**config.mk**
```make
export PLATFORM = sky130hd
export DESIGN_NAME = ipi_cmd_dispatch
export DESIGN_NICKNAME = d
export VERILOG_FILES = /design/src/rtl/ipi_pkg.sv /design/src/rtl/ipi_dest_decode.sv /design/src/rtl/ipi_lowprio_pick.sv /design/src/rtl/ipi_cmd_dispatch.sv
export SDC_FILE = /design/constraint.sdc
export NUM_CORES = 1
export LEC_CHECK = 0
export ABC_AREA = 1
export BUFFER_PORTS_ARGS = -buffer_cell sky130_fd_sc_hd__clkbuf_2
export CAP_MARGIN = 20
export CORE_ASPECT_RATIO = 1.2
export CORE_UTILIZATION = 33
export CTS_CLUSTER_DIAMETER = 60
export DETAILED_ROUTE_END_ITERATION = 8
export PLACE_DENSITY = 0.7
export SYNTH_ARGS = -nofsm -noshare
export SYNTH_HDL_FRONTEND = slang
export SYNTH_HIERARCHICAL = 1
export SYNTH_SLANG_ARGS = --single-unit
```
**constraint.sdc**
```tcl
create_clock -name clk -period 6.5 [get_ports clk]
set_input_delay 0.975 -clock clk [delete_from_list [all_inputs] [get_ports clk]]
set_output_delay 0.975 -clock clk [all_outputs]
set_load 0.05 [all_outputs]
```
**src/rtl/ipi_pkg.sv**
```systemverilog
package ipi_pkg;
    typedef enum logic [2:0] {
        DM_FIXED  = 3'd0,
        DM_LOWPRI = 3'd1,
        DM_SMI    = 3'd2,
        DM_RSV3   = 3'd3,
        DM_NMI    = 3'd4,
        DM_INIT   = 3'd5,
        DM_START  = 3'd6,
        DM_RSV7   = 3'd7
    } dmode_t;

    typedef enum logic [1:0] {
        SH_FIELD  = 2'd0,
        SH_SELF   = 2'd1,
        SH_ALL    = 2'd2,
        SH_OTHERS = 2'd3
    } short_t;

    typedef enum logic [1:0] {
        ST_IDLE    = 2'd0,
        ST_RESOLVE = 2'd1,
        ST_SEND    = 2'd2
    } st_t;
endpackage

```
**src/rtl/ipi_dest_decode.sv**
```systemverilog
module ipi_dest_decode
    import ipi_pkg::*;
#(
    parameter int NCORE     = 4,
    parameter int ID_W      = 8,
    parameter int SELF_CORE = 0
) (
    input  short_t               shorthand,
    input  logic                 logical,
    input  logic [ID_W-1:0]      dest,
    input  logic [NCORE*ID_W-1:0] phys_ids,
    input  logic [NCORE*ID_W-1:0] log_ids,
    output logic [NCORE-1:0]     hits
);
    for (genvar i = 0; i < NCORE; i++) begin : g_core
        logic field_hit;
        assign field_hit = logical
            ? ((dest & log_ids[i*ID_W +: ID_W]) != '0)
            : (dest == phys_ids[i*ID_W +: ID_W]);

        always_comb begin
            unique case (shorthand)
                SH_FIELD:  hits[i] = field_hit;
                SH_SELF:   hits[i] = (i == SELF_CORE);
                SH_ALL:    hits[i] = 1'b1;
                SH_OTHERS: hits[i] = (i != SELF_CORE);
                default:   hits[i] = 1'b0;
            endcase
        end
    end
endmodule

```
**src/rtl/ipi_lowprio_pick.sv**
```systemverilog
module ipi_lowprio_pick #(
    parameter int NCORE  = 4,
    parameter int PRIO_W = 4
) (
    input  logic [NCORE-1:0]        cand,
    input  logic [NCORE*PRIO_W-1:0] prio,
    output logic [NCORE-1:0]        pick
);
    logic              found;
    logic [PRIO_W-1:0] best;

    always_comb begin
        found = 1'b0;
        best  = '0;
        pick  = '0;
        for (int i = 0; i < NCORE; i++) begin
            if (cand[i] && (!found || prio[i*PRIO_W +: PRIO_W] < best)) begin
                found   = 1'b1;
                best    = prio[i*PRIO_W +: PRIO_W];
                pick    = '0;
                pick[i] = 1'b1;
            end
        end
    end
endmodule

```
**src/rtl/ipi_cmd_dispatch.sv**
```systemverilog
module ipi_cmd_dispatch
    import ipi_pkg::*;
#(
    parameter int NCORE     = 4,
    parameter int PRIO_W    = 4,
    parameter int SELF_CORE = 0
) (
    input  logic                    clk,
    input  logic                    rst_n,
    input  logic                    wr_en,
    input  logic                    wr_addr,
    input  logic [31:0]             wr_data,
    input  logic                    rd_addr,
    output logic [31:0]             rd_data,
    input  logic [NCORE*8-1:0]      core_phys_id,
    input  logic [NCORE*8-1:0]      core_log_id,
    input  logic [NCORE*PRIO_W-1:0] core_prio,
    output logic                    msg_valid,
    input  logic                    msg_accept,
    output logic [NCORE-1:0]        msg_targets,
    output logic [7:0]              msg_vector,
    output logic [2:0]              msg_type,
    output logic                    msg_trigger,
    output logic                    msg_level
);
    localparam int DEST_W = 8;

    st_t               state_q, state_d;
    logic [7:0]        vec_q;
    dmode_t            mode_q;
    logic              logical_q;
    logic              level_q;
    logic              trig_q;
    short_t            short_q;
    logic [DEST_W-1:0] dest_q;
    logic [NCORE-1:0]  mask_q;

    logic [NCORE-1:0]  decoded, picked, resolved;
    logic              reserved_mode, drop, lo_wr, hi_wr, pending;
    logic              unused_wr_bits;

    assign unused_wr_bits = ^{wr_data[23:20], wr_data[17:16], wr_data[13:12]};

    assign lo_wr = wr_en && !wr_addr && (state_q == ST_IDLE);
    assign hi_wr = wr_en &&  wr_addr && (state_q == ST_IDLE);

    ipi_dest_decode #(
        .NCORE(NCORE), .ID_W(DEST_W), .SELF_CORE(SELF_CORE)
    ) u_decode (
        .shorthand(short_q),
        .logical  (logical_q),
        .dest     (dest_q),
        .phys_ids (core_phys_id),
        .log_ids  (core_log_id),
        .hits     (decoded)
    );

    ipi_lowprio_pick #(
        .NCORE(NCORE), .PRIO_W(PRIO_W)
    ) u_pick (
        .cand(decoded),
        .prio(core_prio),
        .pick(picked)
    );

    assign resolved      = (mode_q == DM_LOWPRI) ? picked : decoded;
    assign reserved_mode = (mode_q == DM_RSV3) || (mode_q == DM_RSV7);
    assign drop          = reserved_mode || (resolved == '0);

    // next-state logic
    always_comb begin
        state_d = state_q;
        unique case (state_q)
            ST_IDLE:    if (lo_wr) state_d = ST_RESOLVE;
            ST_RESOLVE: state_d = drop ? ST_IDLE : ST_SEND;
            ST_SEND:    if (msg_accept) state_d = ST_IDLE;
            default:    state_d = ST_IDLE;
        endcase
    end

    // state register
    always_ff @(posedge clk) begin
        if (!rst_n) state_q <= ST_IDLE;
        else        state_q <= state_d;
    end

    // command word and latched target set
    always_ff @(posedge clk) begin
        if (!rst_n) begin
            vec_q     <= '0;
            mode_q    <= DM_FIXED;
            logical_q <= 1'b0;
            level_q   <= 1'b0;
            trig_q    <= 1'b0;
            short_q   <= SH_FIELD;
            dest_q    <= '0;
            mask_q    <= '0;
        end else begin
            if (lo_wr) begin
                vec_q     <= wr_data[7:0];
                mode_q    <= dmode_t'(wr_data[10:8]);
                logical_q <= wr_data[11];
                level_q   <= wr_data[14];
                trig_q    <= wr_data[15];
                short_q   <= short_t'(wr_data[19:18]);
            end
            if (hi_wr) dest_q <= wr_data[31:24];
            if (state_q == ST_RESOLVE) mask_q <= resolved;
        end
    end

    // outputs
    assign pending = (state_q != ST_IDLE);

    always_comb begin
        msg_valid   = (state_q == ST_SEND);
        msg_targets = msg_valid ? mask_q : '0;
        msg_vector  = (msg_valid && mode_q != DM_NMI) ? vec_q : 8'h00;
        msg_type    = msg_valid ? mode_q : 3'd0;
        msg_trigger = msg_valid && trig_q;
        msg_level   = msg_valid && level_q;
        if (rd_addr)
            rd_data = {dest_q, 24'h0};
        else
            rd_data = {12'h0, short_q, 2'b00, trig_q, level_q, 1'b0,
                       pending, logical_q, mode_q, vec_q};
    end
endmodule

```
# Word-level counts from Yosys, hierarchy flattened

Index checks and enable logic that the tools add are counted.

Magnitude comparators: 3
Equal/unequal tests: 15
Mux-type cells: 27
Bitwise gates (word level): 4
Reductions and logical operators: 30

Operator list:

| cell                                                            | count |
|---|---|
| 8-bit bitwise AND                                               | 4 |
| 8-bit == test                                                   | 4 |
| 32-bit two-way mux                                              | 1 |
| 4-bit two-way mux                                               | 8 |
| 8-bit nonzero test                                              | 4 |
| 4-bit < comparator                                              | 3 |
| 1-bit one-hot mux with 3 select lines                           | 4 |
| 1-bit logical AND                                               | 10 |
| 1-bit two-way mux                                               | 8 |
| 8-bit two-way mux                                               | 1 |
| 2-bit == test, second input constant                            | 3 |
| 2-bit two-way mux                                               | 3 |
| 2-bit one-hot mux with 3 select lines                           | 1 |
| 1-bit logical OR                                                | 5 |
| 2-bit by 1-bit == test with 1-bit output, second input constant | 2 |
| 1-bit zero test                                                 | 4 |
| 2-bit zero test                                                 | 2 |
| 4-bit zero test                                                 | 1 |
| 2-bit OR reduction                                              | 2 |
| 3-bit by 1-bit == test with 1-bit output, second input constant | 1 |
| 3-bit by 2-bit == test with 1-bit output, second input constant | 1 |
| 3-bit == test, second input constant                            | 1 |
| 3-bit two-way mux                                               | 1 |
| 3-bit != test, second input constant                            | 1 |
| other kinds (4)                                                 | 4 |

Flip-flop bits (word level): 30
Input bits: 118
Output and inout port bits: 50
Word-level logic and storage cells: 88

# Depth between registers and ports, before layout

Gate-level depths: netlist of the first run.

Depth after elaboration: 22
Depth in mapped cells: 41
Mapped depth without buffers: 39

# Cells and area by module

Netlist of the first run, hierarchy kept.

By module, submodules not included:

| module           | instances | cells each | area each (sq um) | sequential area each (sq um) |
|---|---|---|---|---|
| ipi_cmd_dispatch | 1         | 216        | 1493.9            | 600.6 |
| ipi_dest_decode  | 1         | 192        | 884.6             | 0.0 |
| ipi_lowprio_pick | 1         | 82         | 493.0             | 0.0 |

# Worst setup path before layout of the first run

OpenSTA, ideal clock, no wires.

Kind: input to register
Start point: input core_phys_id[0]
End point: register state_q[1]
Library setup time: 0.119 ns
Data arrival time: 4.387 ns
Data required time: 6.381 ns
Slack: 1.994 ns
Stages on the path: 37
Path buffers: 1
Path through: xnor2_1 > nand2_1 > nor2_1 > nand3_1 > a21oi_1 > bufbuf_8 > nand2_1 > ha_1 > nand2_1 > inv_2 > nand2_1 > nand2_2 > nand2_4 > nand2_4 > nand3_1 > nand2_1 > inv_2 > ha_1 > nand2_1 > inv_2 > nand2_1 > nand2_1 > nand2_2 > nand2_4 > nand2_1 > o21ai_1 > ha_1 > a21oi_1 > nand2_2 > nand2_2 > a21oi_1 > nand4_1 > nand2_1 > nor2_1 > nand2_1 > nand2_1 > a21oi_2

Word-level cells in the longest chain between the ends: 21
Elaborated cells on any way between the ends: 30
Those cells by class: 3 x order compare; 1 x eq/ne; 15 x mux; 11 x reduce/logical

Ends and longest elaborated chain:

| element                                                | RTL line               | source |
|---|---|---|
| start, declared                                        | ipi_cmd_dispatch.sv:15 | `input logic [NCORE*8-1:0] core_phys_id,` |
| 8-bit == test (*)                                      | ipi_dest_decode.sv:19  | `: (dest == phys_ids[i*ID_W +: ID_W]);` |
| 1-bit two-way mux (*)                                  | ipi_dest_decode.sv:18  | `? ((dest & log_ids[i*ID_W +: ID_W]) != '0)` |
| 1-bit one-hot mux with 3 select lines (*)              | ipi_dest_decode.sv:22  | `unique case (shorthand)` |
| net decoded[0]                                         | ipi_cmd_dispatch.sv:38 | `logic [NCORE-1:0] decoded, picked, resolved;` |
| 4-bit two-way mux or 1-bit two-way mux (tied branches) | ipi_lowprio_pick.sv:17 | `if (cand[i] && (!found \|\| prio[i*PRIO_W +: PRIO_W] < best)) begin` |
| 4-bit < comparator or 1-bit zero test (tied branches)  | ipi_lowprio_pick.sv:17 |  |
| 1-bit logical OR                                       | ipi_lowprio_pick.sv:17 |  |
| 1-bit logical AND                                      | ipi_lowprio_pick.sv:17 |  |
| (+7 left out)                                          | -                      |  |
| 1-bit logical AND                                      | ipi_lowprio_pick.sv:17 |  |
| 4-bit two-way mux (*)                                  | ipi_lowprio_pick.sv:17 |  |
| net picked[0]                                          | ipi_cmd_dispatch.sv:38 |  |
| 4-bit two-way mux (*)                                  | ipi_cmd_dispatch.sv:66 | `assign resolved = (mode_q == DM_LOWPRI) ? picked : decoded;` |
| 4-bit zero test (*)                                    | ipi_cmd_dispatch.sv:68 | `assign drop = reserved_mode \|\| (resolved == '0);` |
| 1-bit logical OR (*)                                   | ipi_cmd_dispatch.sv:68 |  |
| 2-bit two-way mux (*)                                  | ipi_cmd_dispatch.sv:75 | `ST_RESOLVE: state_d = drop ? ST_IDLE : ST_SEND;` |
| 2-bit one-hot mux with 3 select lines (*)              | ipi_cmd_dispatch.sv:73 | `unique case (state_q)` |
| end signal, assigned                                   | ipi_cmd_dispatch.sv:84 | `else state_q <= state_d;` |
| end, declared                                          | ipi_cmd_dispatch.sv:28 | `st_t state_q, state_d;` |

The timed path passes the listed nets; every way through them passes the cells marked *.
A chain may end at the register's enable or synchronous reset.

# Worst setup path after layout of the first run

Start point: input core_phys_id[1]
End point: register state_q[1]

Same word-level chain as after synthesis.

==> metrics.txt, run 1 <==
# TYPE chip_impl_metric gauge
chip_impl_metric{name="cts_sinks",unit=""} 30
chip_impl_metric{name="synth_simple_gate_area_share",unit="%"} 40.3
chip_impl_metric{name="required",unit="ns"} 6.67
chip_impl_metric{name="power_leakage",unit="uW"} 0.00219
chip_impl_metric{name="drt_iter0_markers",unit=""} 120
chip_impl_metric{name="worst-slew-pin-transition",unit="ns"} 0.568
chip_impl_metric{name="synth_adder_area_share",unit="%"} 5.66
chip_impl_metric{name="final_nets",unit=""} 763
chip_impl_metric{name="synthArstFlopShare",unit="%"} 0
chip_impl_metric{name="synth.avg_cell_area",unit="um2"} 5.86
chip_impl_info{name="setup.worst_path.start_class",value="primary input"} 1
chip_impl_metric{name="peakVddDrop",unit="V"} 0.000155
chip_impl_metric{name="detail_route.wirelength",unit="mm"} 8.22
chip_impl_metric{name="cts.htree.levels",unit=""} 2
chip_impl_metric{name="fin_util",unit="%"} 45.1
chip_impl_metric{name="number_of_antenna_violations_at_the_first_check_in_global_routing",unit=""} 0
chip_impl_metric{name="cts_buffer_depth",unit=""} 2
chip_impl_metric{name="skew",unit="ns"} 0.00224
chip_impl_metric{name="overall_track_demand_over_capacity_in_global_routing",unit="%"} 18.4
chip_impl_metric{name="synth_xor_area_share",unit="%"} 3.97
chip_impl_metric{name="global_route.overflow_total",unit=""} 0
chip_impl_metric{name="syn_inst",unit=""} 490
chip_impl_metric{name="start_util",unit="%"} 34.6
chip_impl_metric{name="report.final.slew_viol_count",unit=""} 0
chip_impl_metric{name="first_global_vias",unit=""} 3054
chip_impl_metric{name="final-hold-violation-count",unit=""} 0
chip_impl_info{name="status",value="finished, final reports clean"} 1
chip_impl_metric{name="fmax",unit="MHz"} 214
chip_impl_metric{name="crit_buf_inv",unit=""} 4
chip_impl_info{name="cts_tree",value="yes"} 1
chip_impl_metric{name="crit_path_max_fanout",unit=""} 12
chip_impl_metric{name="drt-vias-per-instance",unit=""} 4.48
chip_impl_metric{name="post-route-drc-count",unit=""} 0
chip_impl_metric{name="drtAntennaViolNets",unit=""} 0
chip_impl_info{name="cpLargestDelayFamily",value="simple AND/OR/NAND/NOR gates"} 1
chip_impl_metric{name="die-height",unit="um"} 104
chip_impl_metric{name="post_cts.repair.setup_buffers",unit=""} 0
chip_impl_metric{name="fraction_of_the_yosys_area_taken_by_sequential_cells",unit="%"} 20.9
chip_impl_metric{name="syn2layout_area_growth",unit="%"} 30.1
chip_impl_metric{name="share_of_layout_cells_above_drive_strength_1",unit="%"} 31.8
chip_impl_metric{name="cts_hold_buffers",unit=""} 0
chip_impl_metric{name="ctsResizeCount",unit=""} 0
chip_impl_metric{name="path_clk_slew",unit="ns"} 0.06
chip_impl_metric{name="dr_total_vias",unit=""} 3348
chip_impl_info{name="synth_top_family_by_area",value="simple AND/OR/NAND/NOR gates"} 1
chip_impl_metric{name="grt_start_max_net_pins",unit=""} 34
chip_impl_metric{name="crit_path_max_incr_delay",unit="ns"} 0.29
chip_impl_metric{name="placement.io_buffers",unit=""} 152
chip_impl_info{name="critPathSlowestCell",value="ha_1"} 1
chip_impl_metric{name="ys_seq_elements",unit=""} 30
chip_impl_metric{name="dp.final_hpwl",unit="mm"} 6.68
chip_impl_metric{name="max-cap-violations",unit=""} 0
chip_impl_metric{name="routedWlPerCell",unit="um"} 11.0
chip_impl_metric{name="cts_buffers",unit=""} 5
chip_impl_info{name="hp-class",value="flip-flop to flip-flop"} 1
chip_impl_metric{name="num_antenna_cells",unit=""} 0
chip_impl_metric{name="yosys_warnings",unit=""} 6
chip_impl_metric{name="floorplan.io_pins",unit=""} 168
chip_impl_metric{name="period_needed",unit="ns"} 4.66
chip_impl_info{name="worstSetupPathType",value="primary input to flip-flop"} 1
chip_impl_info{name="grt_setup_unrepaired",value="false"} 1
chip_impl_metric{name="clk-insertion-delay-late",unit="ns"} 0.28
chip_impl_metric{name="fp.dieArea",unit="mm2"} 0.00908
chip_impl_metric{name="cellPowerDensity",unit="mW/mm2"} 166
chip_impl_metric{name="critPathArrivalTime",unit="ns"} 4.83
chip_impl_info{name="cts_root_buffer",value="clkbuf_8"} 1
chip_impl_metric{name="syn-cell-area",unit="mm2"} 0.00287
chip_impl_metric{name="drt_pass1_iterations",unit=""} 6
chip_impl_metric{name="number_of_enable_flip_flop_cells_after_synthesis",unit=""} 0
chip_impl_info{name="synthFlopType",value="dfxtp_1"} 1
chip_impl_metric{name="die_w",unit="um"} 87.2
chip_impl_metric{name="final_worst_path_period_share",unit="%"} 71.7
chip_impl_info{name="timing.critical_path.mode_cell",value="nand2_1"} 1
chip_impl_metric{name="slew_headroom",unit="%"} 62.1
chip_impl_metric{name="grt_pass1_wl",unit="mm"} 13.4
chip_impl_metric{name="std_cell_rows",unit=""} 36
chip_impl_metric{name="tns",unit="ns"} 0
chip_impl_metric{name="core_area",unit="mm2"} 0.00829
chip_impl_metric{name="synth.distinct_cells",unit=""} 33
chip_impl_metric{name="compound_cell_area_share_of_the_yosys_netlist",unit="%"} 12.8
chip_impl_metric{name="number_of_endpoints_failing_setup_at_the_final_stage",unit=""} 0
chip_impl_metric{name="post_synth_mux_area_share",unit="%"} 0
chip_impl_metric{name="gp_routability_congestion",unit=""} 0.835
chip_impl_info{name="setup.worst_path.end_class",value="flip-flop"} 1
path summary, 6_finish.rpt:
check,start,endpoint,slack [ns],cells past startpoint
worst max-delay path,core_phys_id[1],state_q[1]$_SDFFE_PN0P_,1.84,36
worst min-delay path,vec_q[6]$_SDFFE_PN0P_,vec_q[6]$_SDFFE_PN0P_,0.48,2
worst max register to register,dest_q[2]$_SDFFE_PN0P_,state_q[1]$_SDFFE_PN0P_,1.95,36
worst min register to register,vec_q[6]$_SDFFE_PN0P_,vec_q[6]$_SDFFE_PN0P_,0.48,2
sequential cells by signal, indices dropped and copies added, names as in the netlist:
signal / flops
dest_q: 8
level_q: 1
logical_q: 1
mask_q: 4
mode_q: 3
short_q: 2
state_q: 2
trig_q: 1
vec_q: 8
routing by layer:
layer,part of all wire (%),GRT usage (%),vias up
met4,1.3,6.21,0
met1,44,22.2,1447
met3,6.1,2.94,9
li1,-,-,1772
met5,0,0,-
met2,49,32.3,120
kinds of logic (layout without fill, tap and decap cells):
logic type | Yosys count | in the layout
AO/OA/AOI/OAI | 68 | 68
XOR/XNOR | 13 | 13
adder cells (fa/ha/maj) | 13 | 13
buffers and inverters | 104 | 241
flip-flops | 30 | 30
other | 1 | 7
AND/OR/NAND/NOR | 261 | 261
cell type report:
cell class / instances / area, um2
repair buffers: 153 / 768
well taps: 114 / 143
multi-input cells: 362 / 1830
inverters: 80 / 303
clock inverters: 1 / 5.00
fillers: 964 / 4550
flip-flops and latches: 30 / 601
clock buffers: 7 / 86.3
cell usage in the layout, fill, tap and decap left out, drive strengths merged:
cell type  count
o31ai          1
xnor2          2
ha            13
dfxtp         30
nand4         12
buf            1
xor2          11
a21boi         2
clkbuf       159
clkinv         1
o21bai         1
o21ai         34
nor2          75
inv           80
nand2        149
conb           7
nand3b         1
nand3         22
a21oi         30
or2            2
worst register-to-register path, delay by kind of cell, from the launching register on:
family          cells  cell delay (ns)
fa+ha+maj           3             0.86
simple gates       23             1.89
flops               1             0.68
compound gates      7             0.75
buf+inv             3             0.29
cell usage after synthesis, types with 5 or more instances:
| cell type | n | area share, % |
|---|---|---|
| nor2_1 | 71 | 9.3 |
| nand4_1 | 12 | 2.6 |
| ha_1 | 13 | 5.7 |
| o21ai_0 | 26 | 4.5 |
| buf_2 | 9 | 1.6 |
| xor2_1 | 11 | 3.4 |
| a21oi_1 | 29 | 5.1 |
| nand3_1 | 16 | 2.8 |
| inv_2 | 17 | 2.2 |
| o21ai_1 | 8 | 1.4 |
| inv_1 | 62 | 8.1 |
| buf_4 | 8 | 2.1 |
| nand3_2 | 5 | 1.7 |
| nand2_2 | 5 | 1.1 |
| nand2_1 | 140 | 18 |
| dfxtp_1 | 30 | 21 |
report_power, final:
group          total [uW]  switching, uW  internal [uW]  leakage (uW)
sequential            217           20.3            197      0.000247
combinational         249            158           91.7       0.00189
clock                 153           67.4           85.2     0.0000482
metrics by stage:
stage                     std cells  area, um2  hold slack, ns  setup WS [ns]  power (uW)
after CTS                       747       3730           0.479           1.82         627
after global routing            747       3730           0.511           1.42         667
after detailed placement        739       3640           0.470           1.53         472
after global placement          739       3640           0.464           1.63         466
after floorplan                 496       2890           0.450           1.99         405
final                           747       3730           0.476           1.84         619
Power figures use the tool's default switching activity.
==> run 2, diff against run 1 <==
--- a/config.mk
+++ b/config.mk
@@ -5,14 +5,14 @@
 export SDC_FILE = /design/constraint.sdc
 export NUM_CORES = 1
 export LEC_CHECK = 0
-export ABC_AREA = 1
+export ABC_AREA = 0
 export BUFFER_PORTS_ARGS = -buffer_cell sky130_fd_sc_hd__clkbuf_2
 export CAP_MARGIN = 20
 export CORE_ASPECT_RATIO = 1.2
 export CORE_UTILIZATION = 33
 export CTS_CLUSTER_DIAMETER = 60
 export DETAILED_ROUTE_END_ITERATION = 8
-export PLACE_DENSITY = 0.7
+export PLACE_DENSITY = 0.74
 export SYNTH_ARGS = -nofsm -noshare
 export SYNTH_HDL_FRONTEND = slang
 export SYNTH_HIERARCHICAL = 1
==> constraint.sdc (replaced) <==
create_clock -name clk -period 3.8 [get_ports clk]
set_input_delay 0.57 -clock clk [delete_from_list [all_inputs] [get_ports clk]]
set_output_delay 0.57 -clock clk [all_outputs]
set_load 0.05 [all_outputs]
==> run 2 against run 1 <==
The flow now finishes with violations (design-rule violations, negative setup slack). Core utilization grew 7.7 points. Sequential cell count is the same. Clock power grew 73%. Area after synthesis shrank 6.2%. Die area shrank 6.1%. Critical path depth shrank 9. Setup slack lost 3.5 ns. Global-route usage grew 1.4 points. First-iteration DRC count shrank 24%. Final cell count shrank 17%. Count of clock-buffer cells in the layout shrank 1. Via count shrank 9.4%. Critical path type unchanged. Critical endpoint unchanged. Highest routed layer unchanged.
==> metrics.txt, run 2 <==
# TYPE chip_impl_metric gauge
chip_impl_info{name="critical_path.startpoint",value="core_phys_id[6]"} 1
chip_impl_metric{name="dr_total_vias",unit=""} 3033
chip_impl_metric{name="crit_buf_inv",unit=""} 2
chip_impl_metric{name="gp_routability_congestion",unit=""} 0.898
chip_impl_info{name="grt_setup_unrepaired",value="true"} 1
chip_impl_info{name="cpLargestDelayFamily",value="simple AND/OR/NAND/NOR gates"} 1
chip_impl_metric{name="first_global_vias",unit=""} 3053
chip_impl_metric{name="detail_route.wirelength",unit="mm"} 8.69
chip_impl_info{name="hold_start",value="vec_q[7]$_SDFFE_PN0P_"} 1
chip_impl_metric{name="final.hold.worst_slack",unit="ns"} 0.473
chip_impl_metric{name="number_of_antenna_violations_at_the_first_check_in_global_routing",unit=""} 0
chip_impl_info{name="synthFlopType",value="dfxtp_1"} 1
chip_impl_metric{name="drt-vias-per-instance",unit=""} 4.90
chip_impl_metric{name="cellPowerDensity",unit="mW/mm2"} 232
chip_impl_info{name="synth.area.top_cells",value="dfxtp_1 (22%), xor2_1 (9.1%), nor2b_1 (6.3%), ha_1 (6.0%), and2_1 (5.8%)"} 1
chip_impl_metric{name="path_clk_slew",unit="ns"} 0.06
chip_impl_metric{name="floorplan.io_pins",unit=""} 168
chip_impl_metric{name="yosys_warnings",unit=""} 6
chip_impl_metric{name="fmax",unit="MHz"} 183
chip_impl_metric{name="overall_track_demand_over_capacity_in_global_routing",unit="%"} 19.8
chip_impl_metric{name="global_route.overflow_total",unit=""} 0
chip_impl_info{name="worstSetupPathType",value="primary input to flip-flop"} 1
chip_impl_metric{name="start_util",unit="%"} 34.6
chip_impl_metric{name="core_area",unit="mm2"} 0.00779
chip_impl_info{name="netlist_top_cells_count",value="nand2_1 (37), dfxtp_1 (30), xor2_1 (28)"} 1
chip_impl_metric{name="std_cell_rows",unit=""} 35
chip_impl_info{name="status",value="complete, but fails checks"} 1
chip_impl_metric{name="critPathArrivalTime",unit="ns"} 5.64
chip_impl_metric{name="max-cap-violations",unit=""} 0
chip_impl_metric{name="grt_start_max_net_pins",unit=""} 32
chip_impl_metric{name="crit_path_max_incr_delay",unit="ns"} 0.51
chip_impl_info{name="largest_area_contributor_in_the_synthesized_netlist",value="dfxtp_1"} 1
chip_impl_metric{name="post-route-drc-count",unit=""} 24
chip_impl_metric{name="dp_worst_setup_slack",unit="ns"} -2.05
chip_impl_metric{name="final_worst_path_period_share",unit="%"} 144
chip_impl_metric{name="placement.io_buffers",unit=""} 152
chip_impl_metric{name="yosysTopAreaCellShare",unit="%"} 22.3
chip_impl_info{name="failed_checks",value="design-rule violations, negative setup slack"} 1
chip_impl_info{name="cts_root_buffer",value="clkbuf_8"} 1
chip_impl_metric{name="syn_inst",unit=""} 332
chip_impl_metric{name="die-height",unit="um"} 101
chip_impl_metric{name="routedWlPerCell",unit="um"} 14.0
chip_impl_metric{name="drt_pass1_iterations",unit=""} 6
chip_impl_info{name="setup.worst_path.start_class",value="primary input"} 1
chip_impl_metric{name="peakVddDrop",unit="V"} 0.000245
chip_impl_metric{name="drtAntennaViolNets",unit=""} 0
chip_impl_metric{name="synth.avg_cell_area",unit="um2"} 8.11
chip_impl_info{name="critPathSlowestCell",value="or4b_4"} 1
chip_impl_metric{name="final_area",unit="mm2"} 0.00411
chip_impl_metric{name="fraction_of_the_yosys_area_taken_by_sequential_cells",unit="%"} 22.3
chip_impl_info{name="layout_commonest_cell",value="clkbuf_2"} 1
chip_impl_metric{name="cts_buffers",unit=""} 5
chip_impl_info{name="most_frequent_cell_after_synthesis",value="nand2_1"} 1
chip_impl_metric{name="period_needed",unit="ns"} 5.47
chip_impl_info{name="cts_tree",value="yes"} 1
chip_impl_metric{name="final-hold-violation-count",unit=""} 0
chip_impl_info{name="critical_path.reg2reg.startpoint",value="dest_q[5]$_SDFFE_PN0P_"} 1
chip_impl_metric{name="cts.htree.levels",unit=""} 2
chip_impl_metric{name="share_of_layout_cells_above_drive_strength_1",unit="%"} 48.4
chip_impl_metric{name="die_w",unit="um"} 84.5
chip_impl_metric{name="tns",unit="ns"} -7.00
chip_impl_metric{name="number_of_enable_flip_flop_cells_after_synthesis",unit=""} 0
chip_impl_metric{name="number_of_endpoints_failing_setup_at_the_final_stage",unit=""} 5
chip_impl_metric{name="crit_path_max_fanout",unit=""} 4
chip_impl_metric{name="power_leakage",unit="uW"} 0.00204
chip_impl_metric{name="post-route-worst-setup-slack",unit="ns"} -1.67
chip_impl_info{name="commonest_cells_after_routing_fill_and_taps_aside",value="clkbuf_2 (152), buf_4 (55), nand2_1 (34), xor2_1 (28), dfxtp_1 (27)"} 1
chip_impl_metric{name="synthArstFlopShare",unit="%"} 0
chip_impl_metric{name="worst-slew-pin-transition",unit="ns"} 0.836
chip_impl_metric{name="grt_pass1_wl",unit="mm"} 13.6
chip_impl_info{name="setup.worst_path.end_class",value="flip-flop"} 1
chip_impl_metric{name="clk-insertion-delay-late",unit="ns"} 0.28
chip_impl_metric{name="place_area",unit="mm2"} 0.00390
chip_impl_metric{name="required",unit="ns"} 3.97
chip_impl_metric{name="cts_hold_buffers",unit=""} 0
chip_impl_metric{name="cts_buffer_depth",unit=""} 2
chip_impl_metric{name="syn-cell-area",unit="mm2"} 0.00269
chip_impl_metric{name="fillers",unit=""} 755
chip_impl_metric{name="report.final.slew_viol_count",unit=""} 0
chip_impl_metric{name="cts_sinks",unit=""} 30
chip_impl_metric{name="final_total_power",unit="uW"} 954
chip_impl_metric{name="final_nets",unit=""} 657
chip_impl_metric{name="fp.dieArea",unit="mm2"} 0.00853
chip_impl_metric{name="dp.final_hpwl",unit="mm"} 7.12
chip_impl_info{name="hp-class",value="flip-flop to flip-flop"} 1
chip_impl_metric{name="drt_iter0_markers",unit=""} 91
chip_impl_metric{name="num_antenna_cells",unit=""} 0
chip_impl_info{name="largest_registers",value="dest_q (8), vec_q (8), mask_q (4)"} 1
chip_impl_metric{name="syn2layout_area_growth",unit="%"} 52.7
chip_impl_metric{name="slew_headroom",unit="%"} 44.0
chip_impl_metric{name="skew",unit="ns"} 0.00602
chip_impl_metric{name="ys_seq_elements",unit=""} 30
chip_impl_metric{name="synth.distinct_cells",unit=""} 51
run 2: metrics by stage:
step / utilization [%] / cells
after global placement: 50.0 / 604
after CTS: 52.5 / 618
after floorplan: - / 338
after global routing: 52.8 / 619
after detailed placement: 50.0 / 604
final: 52.8 / 619
run 2: kinds of logic after synthesis:
family                   Yosys count  share of synthesized area (%)
multiplexers                      19                           7.34
XOR/XNOR                          32                           10.4
flip-flops                        30                           22.3
buffers and inverters             36                           7.52
adder cells (fa/ha/maj)           13                           6.04
other                              1                          0.139
AND/OR/NAND/NOR                  128                           27.3
AO/OA/AOI/OAI                     73                           19.0
run 2: what timing repair did:
action,in CTS,in global routing
cloned,0,0
pin swaps,16,3
setup buffers,6,1
setup endpoints to repair,5,5
resized for setup,14,5
run 2: power by group:
group	internal [uW]	leakage, uW	total, uW	switching, uW
Clock	145	0.0000472	265	119
Combinational	164	0.00175	345	180
Sequential	330	0.000246	344	14.5
run 2: area by class of cell:
class	count	area (um2)	area share, %
Multi-Input combinational cell	272	2080	50.5
Timing Repair Buffer	208	1180	28.8
Tap cell	92	115	2.80
Inverter	9	33.8	0.821
Clock buffer	6	82.6	2.01
Sequential cell	30	607	14.8
Clock inverter	2	12.5	0.304
run 2: routing by layer:
layer / wire, um / share of wire (%) / vias to the layer above / global-route usage [%]
li1: - / - / 1529 / -
met1: 3580 / 41 / 1374 / 22.6
met2: 4440 / 51 / 116 / 37.1
met3: 567 / 6.5 / 14 / 3.85
met4: 107 / 1.2 / 0 / 6.00
met5: 0 / 0 / - / 0
run 2: final timing paths:
check / end / slack, ns / cells after the start
worst max-delay path: state_q[1]$_SDFFE_PN0P_ / -1.67 / 27
worst min-delay path: vec_q[7]$_SDFFE_PN0P_ / 0.47 / 2
worst max register to register: state_q[1]$_SDFFE_PN0P_ / -1.64 / 26
worst min register to register: vec_q[7]$_SDFFE_PN0P_ / 0.47 / 2
run 2: tightest hold or removal path, stage by stage (launching register included):
cell,delay [ns]
dfxtp_1,0.32
nand2_1,0.06
a21boi_1,0.05
==> run 3, diff against run 2 <==
--- a/config.mk
+++ b/config.mk
@@ -13,6 +13,7 @@
 export CTS_CLUSTER_DIAMETER = 60
 export DETAILED_ROUTE_END_ITERATION = 8
 export PLACE_DENSITY = 0.74
+export RECOVER_POWER = 100
 export SYNTH_ARGS = -nofsm -noshare
 export SYNTH_HDL_FRONTEND = slang
 export SYNTH_HIERARCHICAL = 1
==> run 3 against run 2 <==
The flow finishes with violations (design-rule violations, max-capacitance violations, max-slew violations, negative setup slack). Non-clock buffer count stayed put. Core utilization is 1.0 points lower. Setup slack worse by 0.0022 ns. Routed wire length is 0.48% lower. Critical endpoint unchanged.
==> metrics.txt, run 3 (synthesized netlist as in run 2, its figures left out) <==
# TYPE chip_impl_metric gauge
chip_impl_info{name="status",value="complete, but fails checks"} 1
chip_impl_info{name="failed_checks",value="design-rule violations, max-capacitance violations, max-slew violations, negative setup slack"} 1
chip_impl_metric{name="crit_path_max_fanout",unit=""} 4
chip_impl_metric{name="path_clk_slew",unit="ns"} 0.06
chip_impl_metric{name="cts_hold_buffers",unit=""} 0
chip_impl_metric{name="cts_buffers",unit=""} 5
chip_impl_metric{name="placement.io_buffers",unit=""} 152
chip_impl_metric{name="number_of_endpoints_failing_setup_at_the_final_stage",unit=""} 5
chip_impl_metric{name="period_needed",unit="ns"} 5.48
chip_impl_metric{name="dr_total_vias",unit=""} 3037
chip_impl_metric{name="share_of_layout_cells_above_drive_strength_1",unit="%"} 39.7
chip_impl_metric{name="syn2layout_area_growth",unit="%"} 49.8
chip_impl_metric{name="final-hold-violation-count",unit=""} 0
chip_impl_info{name="commonest_cells_after_routing_fill_and_taps_aside",value="clkbuf_2 (109), buf_4 (54), clkbuf_1 (44), nand2_1 (34), xor2_1 (28)"} 1
chip_impl_metric{name="report.final.slew_viol_count",unit=""} 17
chip_impl_metric{name="floorplan.io_pins",unit=""} 168
chip_impl_metric{name="grt_start_max_net_pins",unit=""} 32
chip_impl_metric{name="critPathArrivalTime",unit="ns"} 5.65
chip_impl_metric{name="required",unit="ns"} 3.97
chip_impl_metric{name="post-route-worst-setup-slack",unit="ns"} -1.68
chip_impl_metric{name="slew_headroom",unit="%"} -63.4
chip_impl_metric{name="peakVddDrop",unit="V"} 0.000239
chip_impl_metric{name="core_area",unit="mm2"} 0.00779
chip_impl_metric{name="grt_pass1_wl",unit="mm"} 13.6
chip_impl_metric{name="start_util",unit="%"} 34.6
chip_impl_metric{name="drtAntennaViolNets",unit=""} 0
chip_impl_metric{name="cts_buffer_depth",unit=""} 2
chip_impl_metric{name="dp_worst_setup_slack",unit="ns"} -2.05
chip_impl_metric{name="tns",unit="ns"} -7.01
chip_impl_info{name="setup.worst_path.start_class",value="primary input"} 1
chip_impl_metric{name="worst-slew-pin-transition",unit="ns"} 2.42
chip_impl_metric{name="final_area",unit="mm2"} 0.00404
chip_impl_info{name="cts_tree",value="yes"} 1
chip_impl_metric{name="max-cap-violations",unit=""} 1
chip_impl_info{name="setup.worst_path.end_class",value="flip-flop"} 1
chip_impl_metric{name="dp.final_hpwl",unit="mm"} 7.12
chip_impl_metric{name="overall_track_demand_over_capacity_in_global_routing",unit="%"} 19.8
chip_impl_info{name="cts_root_buffer",value="clkbuf_8"} 1
chip_impl_metric{name="die_w",unit="um"} 84.5
chip_impl_metric{name="post-route-drc-count",unit=""} 24
chip_impl_metric{name="cellPowerDensity",unit="mW/mm2"} 235
chip_impl_metric{name="fp.dieArea",unit="mm2"} 0.00853
chip_impl_metric{name="drt-vias-per-instance",unit=""} 4.91
chip_impl_info{name="worstSetupPathType",value="primary input to flip-flop"} 1
chip_impl_metric{name="number_of_antenna_violations_at_the_first_check_in_global_routing",unit=""} 0
chip_impl_metric{name="final_worst_path_period_share",unit="%"} 144
chip_impl_metric{name="final_nets",unit=""} 657
chip_impl_metric{name="global_route.overflow_total",unit=""} 0
chip_impl_info{name="hp-class",value="flip-flop to flip-flop"} 1
chip_impl_metric{name="skew",unit="ns"} 0.00483
chip_impl_metric{name="fin_util",unit="%"} 51.8
chip_impl_metric{name="power_leakage",unit="uW"} 0.00188
chip_impl_metric{name="die-height",unit="um"} 101
chip_impl_info{name="grt_setup_unrepaired",value="true"} 1
chip_impl_metric{name="place_area",unit="mm2"} 0.00390
chip_impl_metric{name="num_antenna_cells",unit=""} 0
chip_impl_info{name="layout_commonest_cell",value="clkbuf_2"} 1
chip_impl_metric{name="routedWlPerCell",unit="um"} 14.0
chip_impl_metric{name="drt_iter0_markers",unit=""} 96
chip_impl_metric{name="cts.htree.levels",unit=""} 2
chip_impl_metric{name="fmax",unit="MHz"} 183
chip_impl_metric{name="reg2reg_setup_slack",unit="ns"} -1.64
chip_impl_metric{name="detail_route.wirelength",unit="mm"} 8.65
chip_impl_metric{name="clk-insertion-delay-late",unit="ns"} 0.28
chip_impl_metric{name="cts_sinks",unit=""} 30
chip_impl_metric{name="drt_pass1_iterations",unit=""} 6
chip_impl_info{name="largest_registers",value="dest_q (8), vec_q (8), mask_q (4)"} 1
chip_impl_metric{name="gp_routability_congestion",unit=""} 0.898
chip_impl_metric{name="first_global_vias",unit=""} 3053
chip_impl_metric{name="std_cell_rows",unit=""} 35
-- run 3: layer usage --
metal / up-vias / track usage [%] / share of wire, %
met5: - / 0 / 0
met4: 0 / 6.00 / 1.2
met3: 14 / 3.85 / 6.4
met2: 118 / 37.1 / 51
met1: 1377 / 22.6 / 41
li1: 1528 / - / -
-- run 3: path summary, 6_finish.rpt --
path / depth (start not counted) / from / endpoint
max reg2reg: 26 / dest_q[5]$_SDFFE_PN0P_ / state_q[1]$_SDFFE_PN0P_
min: 2 / trig_q$_SDFFE_PN0P_ / trig_q$_SDFFE_PN0P_
min reg2reg: 2 / trig_q$_SDFFE_PN0P_ / trig_q$_SDFFE_PN0P_
max: 27 / core_phys_id[6] / state_q[1]$_SDFFE_PN0P_
-- run 3: power by group --
part	leakage [uW]	total (uW)	internal [uW]	switching (uW)
Combinational	0.00158	340	160	180
Clock	0.0000472	264	145	119
Sequential	0.000246	344	330	14.1
-- run 3: critical path, stage by stage --
cell and delay, ns:
clkbuf_2 0.09, xor2_1 0.16, nor4_2 0.29, nand4b_1 0.15
o21ai_2 0.15, buf_6 0.15, nand2_4 0.06, ha_4 0.21
a21oi_2 0.13, o21ai_1 0.09, a21boi_2 0.26, mux2_4 0.35
ha_4 0.16, or4b_4 0.51, a21oi_2 0.13, nor2b_4 0.17
nor2_4 0.06, mux2_4 0.30, ha_4 0.21, a21o_1 0.16
a21oi_2 0.14, o21ai_2 0.08, a31oi_4 0.18, and3b_2 0.24
nor4_2 0.24, mux2i_1 0.11, a32o_1 0.26
-- run 3: layout make-up --
type	instances	area, um2
fill	785	3760
timing repair buffer	208	1130
sequential	30	607
multi-input combinational	272	2060
tap	92	115
inverter	9	33.8
clock buffer	6	82.6
clock inverter	2	12.5
-- run 3: per-stage QoR --
step	instances	hold slack (ns)	total power, uW
floorplan	338	0.439	547
global placement	604	0.454	672
detailed placement	604	0.460	681
CTS	618	0.474	960
global route	619	0.502	1000
finish	619	0.474	948
-- run 3: timing repair --
action | 4_1_cts | 5_1_grt
pin swaps | 16 | 3
endpoints found under the setup margin | 5 | 5
resized for setup | 14 | 5
buffers inserted | 6 | 1
